==> config.mk <==
export PLATFORM = sky130hd
export DESIGN_NAME = iir2_allpole
export DESIGN_NICKNAME = d
export VERILOG_FILES = /design/src/rtl/iir2_pkg.sv /design/src/rtl/iir2_scale.sv /design/src/rtl/iir2_diff.sv /design/src/rtl/iir2_fbk.sv /design/src/rtl/iir2_allpole.sv
export SDC_FILE = /design/constraint.sdc
export NUM_CORES = 1
export LEC_CHECK = 0
export BUFFER_PORTS_ARGS = -buffer_cell sky130_fd_sc_hd__buf_2
export CELL_PAD_IN_SITES_DETAIL_PLACEMENT = 0
export CELL_PAD_IN_SITES_GLOBAL_PLACEMENT = 2
export CORE_MARGIN = 10
export CORE_UTILIZATION = 27
export DETAILED_ROUTE_END_ITERATION = 16
export PLACE_DENSITY = 0.55
export REMOVE_ABC_BUFFERS = 1
export SETUP_SLACK_MARGIN = 0.15
export SLEW_MARGIN = 30
export SYNTH_ARGS = -nofsm -noshare
export SYNTH_HDL_FRONTEND = slang
export SYNTH_SLANG_ARGS = --single-unit
==> constraint.sdc <==
create_clock -name clk -period 11.2 [get_ports clk]
set_input_delay 2.24 -clock clk [delete_from_list [all_inputs] [get_ports clk]]
set_output_delay 2.24 -clock clk [all_outputs]
set_load 0.02 [all_outputs]
==> src/rtl/iir2_pkg.sv <==
package iir2_pkg;

    localparam int DEF_IN_W    = 8;
    localparam int DEF_COEF_W  = 10;
    localparam int DEF_COEF_BP = 6;

    localparam int DEF_A0 = 48;
    localparam int DEF_A1 = -77;
    localparam int DEF_A2 = 32;

    typedef enum logic {
        ALIGN_SUM   = 1'b0,
        ALIGN_TERMS = 1'b1
    } fb_align_e;

    function automatic int scaled_width(input int in_w, input int coef_w);
        return in_w + coef_w;
    endfunction

    function automatic int diff_width(input int in_w, input int coef_w);
        return in_w + coef_w + 1;
    endfunction

    function automatic int product_width(input int dif_w, input int coef_w);
        return dif_w + coef_w;
    endfunction

endpackage

==> src/rtl/iir2_scale.sv <==
module iir2_scale
    import iir2_pkg::*;
#(
    parameter int IN_W   = DEF_IN_W,
    parameter int COEF_W = DEF_COEF_W,
    parameter logic signed [COEF_W-1:0] A0 = COEF_W'(DEF_A0),
    localparam int M0_W  = scaled_width(IN_W, COEF_W)
) (
    input  logic                   clk,
    input  logic                   rst,
    input  logic signed [IN_W-1:0] x_in,
    output logic signed [M0_W-1:0] m0
);

    logic signed [IN_W-1:0] in_reg;
    logic                   scale_ok;

    always_ff @(posedge clk) begin
        if (rst) begin
            in_reg   <= '0;
            scale_ok <= 1'b0;
        end else begin
            in_reg   <= x_in;
            scale_ok <= 1'b1;
        end
    end

    assign m0 = M0_W'(in_reg) * M0_W'(A0);

    AST_SCALE_INPUT: assert property (@(posedge clk) disable iff (rst)
        scale_ok |-> (m0 == M0_W'($past(x_in)) * M0_W'(A0)));

endmodule

==> src/rtl/iir2_diff.sv <==
module iir2_diff #(
    parameter int M0_W  = 18,
    parameter int FB_W  = 24,
    parameter int DIF_W = 19
) (
    input  logic signed [M0_W-1:0]  m0,
    input  logic signed [FB_W-1:0]  fb,
    output logic signed [DIF_W-1:0] dif
);

    // Both operands carry the coefficient binary point; the result keeps
    // the low DIF_W bits of the two's complement difference.
    assign dif = DIF_W'(FB_W'(m0) - fb);

endmodule

==> src/rtl/iir2_fbk.sv <==
module iir2_fbk
    import iir2_pkg::*;
#(
    parameter int DIF_W   = 19,
    parameter int COEF_W  = DEF_COEF_W,
    parameter int COEF_BP = DEF_COEF_BP,
    parameter logic signed [COEF_W-1:0] A1 = COEF_W'(DEF_A1),
    parameter logic signed [COEF_W-1:0] A2 = COEF_W'(DEF_A2),
    parameter fb_align_e ALIGN = ALIGN_SUM,
    localparam int PROD_W = product_width(DIF_W, COEF_W),
    localparam int ACC_W  = PROD_W + 1,
    localparam int FB_W   = ACC_W - COEF_BP
) (
    input  logic                    clk,
    input  logic                    rst,
    input  logic signed [DIF_W-1:0] dif,
    output logic signed [FB_W-1:0]  fb
);

    localparam int TERM_W = PROD_W - COEF_BP;
    localparam int EXT_W  = ACC_W + 2;

    logic signed [PROD_W-1:0] m1;
    logic signed [PROD_W-1:0] m2;

    assign m1 = PROD_W'(dif) * PROD_W'(A1);
    assign m2 = PROD_W'(dif) * PROD_W'(A2);

    generate
        if (ALIGN == ALIGN_SUM) begin : g_sum
            logic signed [ACC_W-1:0]  p1;
            logic signed [PROD_W-1:0] p2;

            always_ff @(posedge clk) begin
                if (rst) begin
                    p1 <= '0;
                    p2 <= '0;
                end else begin
                    p1 <= ACC_W'(m1) + ACC_W'(p2);
                    p2 <= m2;
                end
            end

            assign fb = p1[ACC_W-1:COEF_BP];

            AST_QUIET_HOLD: assert property (@(posedge clk) disable iff (rst)
                (dif == '0 && p1 == '0 && p2 == '0) |=> (p1 == '0 && p2 == '0));
        end else begin : g_terms
            logic signed [TERM_W-1:0] t1;
            logic signed [TERM_W-1:0] t2;
            logic signed [FB_W-1:0]   p1;
            logic signed [TERM_W-1:0] p2;

            assign t1 = m1[PROD_W-1:COEF_BP];
            assign t2 = m2[PROD_W-1:COEF_BP];

            always_ff @(posedge clk) begin
                if (rst) begin
                    p1 <= '0;
                    p2 <= '0;
                end else begin
                    p1 <= FB_W'(t1) + FB_W'(p2);
                    p2 <= t2;
                end
            end

            assign fb = p1;

            AST_QUIET_HOLD: assert property (@(posedge clk) disable iff (rst)
                (dif == '0 && p1 == '0 && p2 == '0) |=> (p1 == '0 && p2 == '0));
        end
    endgenerate

    // Checking state: exact feedback rebuilt from the two previous differences.
    logic signed [DIF_W-1:0] dif_d1;
    logic signed [DIF_W-1:0] dif_d2;
    logic                    hist_ok;
    logic signed [EXT_W-1:0] fb_exact;
    logic signed [EXT_W-1:0] fb_lo;

    localparam logic signed [EXT_W-1:0] ERR_BOUND =
        (ALIGN == ALIGN_SUM) ? EXT_W'(1 << COEF_BP) : EXT_W'(2 << COEF_BP);

    always_ff @(posedge clk) begin
        if (rst) begin
            dif_d1  <= '0;
            dif_d2  <= '0;
            hist_ok <= 1'b0;
        end else begin
            dif_d1  <= dif;
            dif_d2  <= dif_d1;
            hist_ok <= 1'b1;
        end
    end

    assign fb_exact = EXT_W'(dif_d1) * EXT_W'(A1) + EXT_W'(dif_d2) * EXT_W'(A2);
    assign fb_lo    = EXT_W'(fb) <<< COEF_BP;

    AST_FEEDBACK_FLOOR: assert property (@(posedge clk) disable iff (rst)
        hist_ok |-> ((fb_exact >= fb_lo) && ((fb_exact - fb_lo) < ERR_BOUND)));

endmodule

==> src/rtl/iir2_allpole.sv <==
module iir2_allpole
    import iir2_pkg::*;
#(
    parameter int IN_W    = DEF_IN_W,
    parameter int COEF_W  = DEF_COEF_W,
    parameter int COEF_BP = DEF_COEF_BP,
    parameter logic signed [COEF_W-1:0] A0 = COEF_W'(DEF_A0),
    parameter logic signed [COEF_W-1:0] A1 = COEF_W'(DEF_A1),
    parameter logic signed [COEF_W-1:0] A2 = COEF_W'(DEF_A2),
    parameter fb_align_e ALIGN = ALIGN_SUM,
    localparam int OUT_W = diff_width(IN_W, COEF_W)
) (
    input  logic                    clk,
    input  logic                    rst,
    input  logic signed [IN_W-1:0]  x_in,
    output logic signed [OUT_W-1:0] y_out
);

    localparam int M0_W   = scaled_width(IN_W, COEF_W);
    localparam int DIF_W  = OUT_W;
    localparam int PROD_W = product_width(DIF_W, COEF_W);
    localparam int FB_W   = PROD_W + 1 - COEF_BP;

    logic signed [M0_W-1:0]  m0;
    logic signed [FB_W-1:0]  fb;
    logic signed [DIF_W-1:0] dif;

    iir2_scale #(
        .IN_W   (IN_W),
        .COEF_W (COEF_W),
        .A0     (A0)
    ) u_scale (
        .clk  (clk),
        .rst  (rst),
        .x_in (x_in),
        .m0   (m0)
    );

    iir2_diff #(
        .M0_W  (M0_W),
        .FB_W  (FB_W),
        .DIF_W (DIF_W)
    ) u_diff (
        .m0  (m0),
        .fb  (fb),
        .dif (dif)
    );

    iir2_fbk #(
        .DIF_W   (DIF_W),
        .COEF_W  (COEF_W),
        .COEF_BP (COEF_BP),
        .A1      (A1),
        .A2      (A2),
        .ALIGN   (ALIGN)
    ) u_fbk (
        .clk (clk),
        .rst (rst),
        .dif (dif),
        .fb  (fb)
    );

    always_ff @(posedge clk) begin
        if (rst) begin
            y_out <= '0;
        end else begin
            y_out <= dif;
        end
    end

    AST_RESET_CLEAR: assert property (@(posedge clk)
        rst |=> (y_out == '0));

    AST_HISTORY_EMPTY: assert property (@(posedge clk) disable iff (rst)
        $past(rst) |-> (fb == '0));

    AST_HISTORY_EMPTY_NEXT: assert property (@(posedge clk) disable iff (rst)
        $past(rst) |=> (fb == '0));

endmodule

# [Word-level counts from Yosys, hierarchy flattened]
# Index checks and enable logic that the tools add are counted.
# Widths: inputs -> output; s select.
[totals] register_bits=76 in_bits=10 elab_cells=9
[op_classes] add_sub_neg=2 multipliers=2
[op_table] cell="$add 25x24->25" n=1
[op_table] cell="$mul 19x8->25 const B" n=1
[op_table] cell="$sub 15x19->19" n=1
[op_table] cell="$mul 8x3->11 const B" n=1

# [Logic depth before layout (Yosys ltp)]
[depth] word_depth=4 mapped_depth=34 ltp_nobuf=34

# [Modules after synthesis]
# A second synthesis with hierarchy kept.
[hier_totals] hier_cells=734 hier_area_um2=7153.1
[modules_own_cells] mod="iir2_fbk" n_inst=1 cells_per_inst=500 area_each_um2=5081.1 seq_area_each_um2=820.8
[modules_own_cells] mod="iir2_diff" n_inst=1 cells_per_inst=130 area_each_um2=913.4 seq_area_each_um2=0.0
[modules_own_cells] mod="iir2_scale" n_inst=1 cells_per_inst=65 area_each_um2=641.9 seq_area_each_um2=160.2
[modules_own_cells] mod="iir2_allpole" n_inst=1 cells_per_inst=39 area_each_um2=516.7 seq_area_each_um2=380.4

# [Worst setup path before layout]
# OpenSTA, ideal clock, no wires.
[synth_path] path_type="register -> register" start="register u_scale.in_reg[1]" end="register u_fbk.g_sum.p1[24]" setup_ns=0.072 t_arrival_ns=7.311 required_time_ns=11.128 setup_slack_ns=3.817 stages_incl_launch_ff=31 cell_sequence="dfxtp_1 -> ha_1 -> ha_1 -> inv_1 -> fa_1 -> nor2b_1 -> o21ai_0 -> a21boi_0 -> o21a_1 -> nor2_1 -> xnor2_1 -> ha_1 -> nor2b_1 -> or4_1 -> a31oi_1 -> nor2_1 -> xnor2_1 -> inv_1 -> fa_1 -> ha_1 -> fa_1 -> fa_1 -> ha_1 -> ha_1 -> o21ai_0 -> nand2b_1 -> and3_1 -> a221o_1 -> and4_1 -> nor3_1 -> mux2i_1"
[synth_via] elab_chain_len=4
[synth_rtl] item="from (decl)" line="iir2_scale.sv:15" rtl="logic signed [IN_W-1:0] in_reg;"
[synth_rtl] item="from (signal assigned)" line="iir2_scale.sv:23" rtl="in_reg <= x_in;"
[synth_rtl] item="$mul 8x3->11" line="iir2_scale.sv:28" rtl="assign m0 = M0_W'(in_reg) * M0_W'(A0);"
[synth_rtl] item="$sub 15x19->19" line="iir2_diff.sv:13" rtl="assign dif = DIF_W'(FB_W'(m0) - fb);"
[synth_rtl] item="via dif[15]" line="iir2_allpole.sv:26" rtl="logic signed [DIF_W-1:0] dif;"
[synth_rtl] item="$mul 19x8->25" line="iir2_fbk.sv:26" rtl="assign m1 = PROD_W'(dif) * PROD_W'(A1);"
[synth_rtl] item="$add 25x24->25" line="iir2_fbk.sv:39" rtl="p1 <= ACC_W'(m1) + ACC_W'(p2);"
[synth_rtl] item="to (signal assigned)" line="iir2_fbk.sv:39"
[synth_rtl] item="to (decl)" line="iir2_fbk.sv:31" rtl="logic signed [ACC_W-1:0] p1;"
# The timed path passes the listed nets, and every way through them passes these cells.
# A chain may end at the register's enable or synchronous reset.

# [Worst setup path in the final report]
[layout_path] start="register u_scale.in_reg[1]" end="register u_fbk.g_sum.p1[24]"
[layout_via] elab_chain_len=4
[layout_rtl] item="$mul 8x3->11" line="iir2_scale.sv:28"
[layout_rtl] item="$sub 15x19->19" line="iir2_diff.sv:13"
[layout_rtl] item="$mul 19x8->25" line="iir2_fbk.sv:26"
[layout_rtl] item="$add 25x24->25" line="iir2_fbk.sv:39"
# No other way between the ends.

==> Implementation_results.wiki <==
{| class="wikitable"
! Metric !! Value
|-
| Outcome || finished clean
|-
| Residual DRC count || 0
|-
| Filler Cell Count || approximately 2300
|-
| Multiplexer area fraction after synthesis || 0.00566
|-
| Slew headroom || 0.475
|-
| Fraction of the yosys area taken by sequential cells || 0.160
|-
| Number of different library cells in the post-synthesis netlist || 58
|-
| Highest cell delay on the worst timing path || approximately 0.52 ns
|-
| Asr flop ratio synth || 0
|-
| Clk_lat worst skew || around 0.3 ns
|-
| Unrepaired setup endpoints after global routing || false
|-
| TritonCTS Buffers || 5
|-
| Setup violation total in the final timing report || 0
|-
| Avg WL per Cell || 14.2 um
|-
| Clock Sinks || 46
|-
| Hold violation total from the final report || 0
|-
| Wire length after detailed routing || around 13000 um
|-
| Detailed placer's ending HPWL || ~11000 um
|-
| Pin count of the biggest net entering global routing || 50
|-
| Synthesized-area fraction occupied by and/or/nand/nor cells || 0.106
|-
| Final standard cell utilization of the core || 0.305
|-
| Effective utilization at floorplan || 0.274
|-
| Fin nets || around 800
|-
| Total grt overflow || 0
|-
| Worst EP required || around 11 ns
|-
| Post-synthesis instance area || between 5000 and 6000 um2
|-
| Category of the most critical setup path || flip-flop to flip-flop
|-
| Die area || ~28000 um2
|-
| Time the worst path needs with I/O delays and setup || between 8 and 9 ns
|-
| Cell type of the slowest stage on the worst timing path || sky130_fd_sc_hd__or4_1
|-
| Startpoint type of the worst setup path || flip-flop
|-
| Peak Freq || between 100 and 150 MHz
|-
| Share of synthesized cell area in full adder, half adder and majority cells || 0.466
|-
| CTS root buf || sky130_fd_sc_hd__clkbuf_16
|-
| Synthesized netlist cell count || roughly 600
|-
| Final count of pins violating max slew || 0
|-
| Routability Congestion || 0.757
|-
| Global router's overall resource usage || 0.0965
|-
| Core Area || about 21000 um2
|-
| Largest family of logic cells by synthesized area || adder cells
|-
| Buffer depth of the longest clock path || 2
|-
| Number of buffers inserted for hold repair after clock tree synthesis || 0
|-
| Number of flops mapped to enable cells by yosys || 0
|-
| Capturing element type of the critical path || flip-flop
|-
| Number of primary I/O pins || 29
|-
| Via/cell ratio || roughly 4.3
|-
| Die outline width || around 170 um
|-
| Primary flip-flop cell chosen by synthesis mapping || sky130_fd_sc_hd__dfxtp_1
|-
| Setup slack after layout || 3.07 ns
|-
| Initial antenna violation count || 0
|-
| Post-synthesis compound-gate area fraction || 0.0984
|-
| Vias || a little under 4000
|-
| Placed instance count || slightly above 900
|-
| Share of the clock period used by the worst path || 0.726
|-
| Count of buffers added by post-CTS timing repair for setup || 0
|-
| Die Y-Extent || 166 um
|-
| Count of TritonRoute iterations in the first routing pass || 4
|-
| Post-cts repair resize count || 0
|-
| Count of maximum capacitance violations || 0
|-
| Post-synthesis xor/xnor area fraction || 0.0775
|-
| Number of cell rows || between 50 and 60
|-
| Layout cells sized above 1 || 0.0829
|-
| Number of synthesized register bits || 46
|-
| First-pass GRT wire length || ~22000 um
|-
| Largest fanout on the critical path || 5
|-
| Critical path's most frequent cell || sky130_fd_sc_hd__ha_1
|-
| Count of antenna-violating nets left after detailed routing || 0
|-
| Data arrival time of the critical path || between 8 and 9 ns
|-
| Summed negative setup slack over all endpoints || 0 ns
|-
| Post-layout instance count excluding filler cells || 914
|-
| DR iter-0 viols || around 110
|-
| Count of port buffers added during placement || 28
|-
| Slew at the pin with the worst max-slew slack || ~0.78 ns
|-
| Buffers plus inverters on the worst setup path || 2
|-
| Via count of the first global-routing pass || 4294
|-
| Ant. Diodes || 0
|-
| Clock slew at the register clock pins of the worst setup and hold paths || 0.07 ns
|-
| Most frequent cells in the layout || 126 x sky130_fd_sc_hd__inv_1, 110 x sky130_fd_sc_hd__ha_1, 65 x sky130_fd_sc_hd__fa_1
|-
| Number of levels the H-tree was split into || 2
|-
| Largest clock skew in the final design || approximately 0.007 ns
|-
| Most common library cell in the layout ignoring fill and taps || sky130_fd_sc_hd__inv_1
|-
| TritonCTS clock tree || done
|-
| Top delay family on crit path || adder cells
|-
| Signed area change from the synthesized netlist to the final layout || 11.3%
|-
| Worst Hold Class || flip-flop to flip-flop
|-
| Post-Synthesis Mean Instance Area || approximately 9.5 um2
|-
| Setup Slack @ Placement || between 3 and 4 ns
|-
| Warnings, synthesis || 0
|}
## final timing paths
| kind | to | cells after the start | start | slack (ns) |
|---|---|---|---|---|
| setup / recovery | u_fbk.g_sum.p1[24] | 31 | u_scale.in_reg[1] | 3.07 |
| hold / removal | u_fbk.g_sum.p2[8] | 2 | u_fbk.g_sum.p1[9] | 0.70 |
| setup reg to reg | u_fbk.g_sum.p1[24] | 31 | u_scale.in_reg[1] | 3.07 |
| hold reg to reg | u_fbk.g_sum.p2[8] | 2 | u_fbk.g_sum.p1[9] | 0.70 |
## kinds of logic after synthesis
kind of cell    Yosys count
simple gates            121
buf+inv                 133
mux                       3
fa+ha+maj               175
xor+xnor                 49
flops                    46
compound gates           79
## worst register-to-register path: cells and delay by family, from the launching register on
| family | cells | cell delay [ns] |
|---|---|---|
| fa+ha+maj | 10 | 3.32 |
| mux | 1 | 0.23 |
| flops | 1 | 0.32 |
| compound gates | 9 | 1.67 |
| buf+inv | 2 | 0.19 |
| xor+xnor | 3 | 0.94 |
| simple gates | 6 | 1.38 |
## per-layer routing
metal	GRT usage	vias up	wire length, um
li1	-	2015	-
met5	0	-	0
met4	0.0231	0	125
met2	0.142	36	5300
met3	0.0168	7	319
met1	0.142	1857	7250
## area by class of cell
class / instances / area [um2] / share of cell area
clock buffers: 6 / 129 / 0.0201
repair buffers: 31 / 163 / 0.0254
clock inverters: 2 / 37.5 / 0.00587
inverters: 127 / 477 / 0.0745
multi-input cells: 427 / 4330 / 0.676
well taps: 275 / 344 / 0.0538
flip-flops and latches: 46 / 921 / 0.144
## Yosys cell counts, types with 2 or more instances
cell type,count,share of area
sky130_fd_sc_hd__and3_1,6,0.0065
sky130_fd_sc_hd__clkbuf_1,4,0.0026
sky130_fd_sc_hd__o21a_1,4,0.0052
sky130_fd_sc_hd__o21ai_0,15,0.013
sky130_fd_sc_hd__ha_1,110,0.24
sky130_fd_sc_hd__nor2b_1,16,0.017
sky130_fd_sc_hd__inv_1,126,0.082
sky130_fd_sc_hd__a211o_1,2,0.0030
sky130_fd_sc_hd__o21ai_1,3,0.0026
sky130_fd_sc_hd__nor3_1,10,0.0087
sky130_fd_sc_hd__nand2b_1,3,0.0033
sky130_fd_sc_hd__o21bai_1,2,0.0026
sky130_fd_sc_hd__fa_1,65,0.23
sky130_fd_sc_hd__buf_1,2,0.0013
sky130_fd_sc_hd__or4_1,2,0.0026
sky130_fd_sc_hd__xor2_1,24,0.037
sky130_fd_sc_hd__dfxtp_1,46,0.16
sky130_fd_sc_hd__a21oi_1,20,0.017
sky130_fd_sc_hd__nand3_1,3,0.0026
sky130_fd_sc_hd__a221o_1,2,0.0035
sky130_fd_sc_hd__a21o_1,11,0.014
sky130_fd_sc_hd__a31oi_1,2,0.0022
sky130_fd_sc_hd__nor2_1,50,0.033
sky130_fd_sc_hd__mux2_2,2,0.0039
sky130_fd_sc_hd__xnor2_1,24,0.037
sky130_fd_sc_hd__nand2_1,19,0.012
sky130_fd_sc_hd__a21boi_0,2,0.0026
## metrics by stage
stage                     hold slack (ns)  instance area [um2]
after CTS                           0.709                 6400
after floorplan                     0.560                 5730
after global placement              0.679                 6230
final                               0.700                 6400
after global routing                0.753                 6400
after detailed placement            0.687                 6230
Power is left out: the tool's default activity adds up to more than one toggle a clock period on the data nets, which glitch-free logic cannot reach.
